$ cat src/rtl/magcmp_chain.sv
module magcmp_chain #(
  parameter int SLICES = 3
) (
  input  logic [4*SLICES-1:0] opa_i,
  input  logic [4*SLICES-1:0] opb_i,
  input  logic                cas_lt_i,
  input  logic                cas_eq_i,
  input  logic                cas_gt_i,
  output logic                lt_o,
  output logic                eq_o,
  output logic                gt_o
);
  localparam int W = 4 * SLICES;

  // ripple[k] holds the verdict entering stage k; ripple[SLICES] is the result
  logic [SLICES:0] rip_lt, rip_eq, rip_gt;
  logic            unused_cas_gt;

  assign unused_cas_gt = cas_gt_i;
  assign rip_lt[0] = cas_lt_i;
  assign rip_eq[0] = cas_eq_i;
  assign rip_gt[0] = cas_gt_i;

  for (genvar k = 0; k < SLICES; k++) begin : g_stage
    logic [3:0] na, nb;
    logic       nib_lt, nib_same;
    assign na = opa_i[4*k +: 4];
    assign nb = opb_i[4*k +: 4];
    assign nib_same = (na == nb);
    // MSB-first: highest unequal pair decides
    assign nib_lt = (~na[3] & nb[3])
                  | ((na[3] ~^ nb[3]) & ~na[2] & nb[2])
                  | ((na[3] ~^ nb[3]) & (na[2] ~^ nb[2]) & ~na[1] & nb[1])
                  | ((na[3] ~^ nb[3]) & (na[2] ~^ nb[2]) & (na[1] ~^ nb[1]) & ~na[0] & nb[0]);
    assign rip_lt[k+1] = nib_lt | (nib_same & rip_lt[k]);
    assign rip_eq[k+1] = nib_same & ~rip_lt[k] & rip_eq[k];
    assign rip_gt[k+1] = ~rip_lt[k+1] & ~rip_eq[k+1];

    always_comb begin
      assert_stage_onehot_R1: assert ($countones({rip_lt[k+1], rip_eq[k+1], rip_gt[k+1]}) == 1)
        else $error("stage %0d verdict not one-hot", k);
    end
  end

  assign lt_o = rip_lt[SLICES];
  assign eq_o = rip_eq[SLICES];
  assign gt_o = rip_gt[SLICES];

  always_comb begin
    assert_onehot_R1: assert ($countones({lt_o, eq_o, gt_o}) == 1)
      else $error("result not one-hot");
    if (opa_i != opb_i) begin
      assert_differ_R2: assert (lt_o == (opa_i < opb_i) && gt_o == (opa_i > opb_i))
        else $error("unsigned order wrong");
    end
    if (opa_i == opb_i && !cas_lt_i && !cas_eq_i) begin
      assert_tie_gt_R5: assert (gt_o) else $error("equal words, no cascade: gt expected");
    end
    if (opa_i == opb_i && cas_lt_i) begin
      assert_tie_lt_R6: assert (lt_o) else $error("equal words, cascade lt: lt expected");
    end
    if (eq_o) begin
      assert_eq_src_R4: assert (opa_i == opb_i && cas_eq_i && !cas_lt_i)
        else $error("eq without equal words and cascade eq");
    end
  end

  logic [W-1:0] unused_w;
  assign unused_w = '0;
endmodule

$ cat config.mk
export PLATFORM = sky130hd
export DESIGN_NAME = magcmp_chain
export DESIGN_NICKNAME = d
export VERILOG_FILES = /design/src/rtl/magcmp_chain.sv
export SDC_FILE = /design/constraint.sdc
export NUM_CORES = 1
export LEC_CHECK = 0
export BUFFER_PORTS_ARGS = -buffer_cell sky130_fd_sc_hd__buf_2
export CORE_MARGIN = 2
export CORE_UTILIZATION = 25
export DETAILED_ROUTE_END_ITERATION = 8
export PLACE_DENSITY = 0.52
export RECOVER_POWER = 25
export SLEW_MARGIN = 5
export SYNTH_ARGS = -nofsm -noshare
export SYNTH_HDL_FRONTEND = slang
export SYNTH_SLANG_ARGS = --single-unit
$ cat constraint.sdc
create_clock -name vclk -period 2.6
set_clock_uncertainty 0.2 [all_clocks]
set_input_delay 0.13 -clock vclk [all_inputs]
set_output_delay 0.13 -clock vclk [all_outputs]
set_load 0.02 [all_outputs]
==> results_dict.tcl <==
set metrics [dict create \
    status "finished clean" \
    setup_viol 0 \
    worstPathRequired_ns 2.27 \
    ir_drop_mv 0.05664 \
    slowest_delay_ns 0.35 \
    wl_per_cell_um 8.970 \
    seq_cell_count 0 \
    yosysWarnings 0 \
    seq_area_um2 0 \
    setup_tns_ns 0 \
    synth_top_area_share 0.1987 \
    cts_setup_buffers 0 \
    synth_fa_ha_area_frac 0.1735 \
    core_region_area_um2 1489 \
    maxSlewViolCount 0 \
    utilization 0.3765 \
    grt_use_total 0.09536 \
    final_antenna_net_count 0 \
    p_clk_frac 0 \
    final_cells 99 \
    ios 30 \
    intPower_mw 0.04825 \
    cpMaxStageDelayCell "ha_1" \
    initial_core_util 0.2664 \
    endpoint "gt_o" \
    power_mw 0.09547 \
    period_share 0.7143 \
    syn-cell-area_um2 396.6 \
    viasPerCell 5.030 \
    yosys.area.top_type "xnor2_1" \
    ys_types 25 \
    pwr-share-seq 0 \
    combPwrFrac 1.000 \
    synth-simple-area-share 0.2808 \
    grt_max_degree 7 \
    synth_compound_area_frac 0.2618 \
    hold_buffers 0 \
    dieWidth_um 43.83 \
    start_kind "input port" \
    synth-xor-area-share 0.1987 \
    dp_hpwl_um 847.6 \
    critPathMaxFanout 6 \
    hold_viol 0 \
    path_cells "buf_2, inv_1, ha_1, and3b_1, a31oi_1, o221a_2, o221a_1, buf_2" \
    ctsResizeCount 0 \
    hold_class "input port to output port" \
    holdWs_ns 0.6178 \
    drcViolationCount 0 \
    startpoint "opa_i[7]" \
    drt_iter0_markers 4 \
    rsz0062_at_grt "false" \
    worstMarginPinSlew_ns 0.2757 \
    vias 498 \
    path_class "input port to output port" \
    rows 14 \
    timing.slew.headroom 0.8162 \
    die_area_um2 1921 \
    synth_fp_nets 84 \
    syn_inst 54 \
    post-place-cells 99 \
    grt_pass1_vias 453 \
    fmax_mhz 538.4 \
    cp_common_cell "buf_2" \
    p_leak_nw 0.2654 \
    first_pass_iters 2 \
    antenna_found_initial 0 \
    wl_um 888 \
    p_sw_mw 0.04722 \
    antennaDiodeCount 0 \
    grt_pass1_wl_um 1511 \
    synth_top_family_by_area "simple AND/OR/NAND/NOR gates" \
    maxCapViolations 0 \
    muxShareOfSynthArea 0 \
    crit_arrival_ns 1.53 \
    end_kind "output port" \
    gp_congestion 0.7108 \
    min_period_ns 1.857 \
    fin_nets 115 \
    switching_share 0.4946 \
    n_clock_buffer 0 \
    die_y_um 43.83 \
    ys_seq_area_frac 0 \
    numPortBuffers 29 \
    gr-total-overflow 0 \
    drive_above_1_share 0.3855 \
    pwr_density_cell_nw_per_um2 170.3 \
    syn2layout_area_growth_pct 41.33 \
    synthTopCellsByArea "xnor2_1, ha_1, inv_1" \
    avgSynthCellArea_um2 7.345 \
]
==> metrics by stage <==
step	worst slack (ns)	cell area [um^2]
4_1_cts	0.7258	561.8
3_3_place_gp	0.7065	561.8
2_1_floorplan	0.9343	396.6
5_1_grt	0.6053	560.5
3_5_place_dp	0.7268	561.8
6_report	0.7428	560.5
==> cell usage in the layout, fill, tap and decap left out, types with 2 or more instances in the layout <==
master / n
buf_2: 28
inv_1: 9
xnor2_1: 9
maj3_1: 2
ha_1: 3
and4_1: 2
o2111ai_1: 3
nand2_1: 3
nor2b_1: 3
nor2_1: 2
nand3_1: 2
nand4_1: 2
==> Yosys cell counts <==
| master | n |
|---|---|
| o2bb2ai_1 | 1 |
| and3_1 | 1 |
| maj3_2 | 1 |
| maj3_1 | 2 |
| a31oi_1 | 1 |
| o221ai_1 | 1 |
| nor2_1 | 2 |
| and3b_1 | 1 |
| nor2b_1 | 3 |
| o2111ai_1 | 3 |
| nand2b_1 | 1 |
| o221a_1 | 1 |
| nand2_1 | 3 |
| a221oi_2 | 1 |
| a221oi_1 | 1 |
| nand4_1 | 2 |
| inv_1 | 9 |
| or2_2 | 1 |
| a21boi_0 | 1 |
| ha_1 | 3 |
| nand3_1 | 2 |
| o221a_2 | 1 |
| and4_1 | 2 |
| xnor2_1 | 9 |
| nor4_1 | 1 |
==> cell families (layout without fill, tap and decap cells) <==
group,count (synthesis),count (layout)
buffers and inverters,9,38
adder cells (fa/ha/maj),6,6
AO/OA/AOI/OAI,11,11
XOR/XNOR,9,9
AND/OR/NAND/NOR,19,19
==> per-layer routing <==
layer / global-route usage / up-vias / wire length, um
met5: 0 / - / 0
met4: 0 / 0 / 0
met3: 0 / 0 / 66
met2: 0.1853 / 16 / 437
met1: 0.1235 / 221 / 384
li1: - / 261 / -
==> how the worst min path moves through the flow <==
stage,depth (start not counted),slack [ns],startpoint,end
2_1_floorplan,3,0.42,opb_i[7],eq_o
3_3_place_gp,5,0.63,opb_i[7],eq_o
3_5_place_dp,5,0.62,opb_i[7],eq_o
4_1_cts,5,0.63,opb_i[7],eq_o
5_1_grt,5,0.67,opa_i[9],lt_o
6_report,5,0.62,opa_i[9],lt_o
==> power groups by stage <==
stage | clock network (mW) | registers, mW | logic [mW]
2_1_floorplan | 0 | 0 | 0.0596
3_3_place_gp | 0 | 0 | 0.0958
3_5_place_dp | 0 | 0 | 0.0965
4_1_cts | 0 | 0 | 0.0969
5_1_grt | 0 | 0 | 0.107
6_report | 0 | 0 | 0.0955
==> area by class of cell <==
type / instances / area (um^2)
fill: 162 / 928.4
tap: 16 / 20.02
timing repair buffer: 29 / 143.9
inverter: 9 / 33.78
multi-input combinational: 45 / 362.8
==> worst max-delay path, delay by kind of cell <==
family | cells | cell delay, ns
buffers and inverters | 3 | 0.26
AO/OA/AOI/OAI | 3 | 0.57
AND/OR/NAND/NOR | 1 | 0.21
adder cells (fa/ha/maj) | 1 | 0.35
Note: power is estimated with default switching activity, not from simulation.
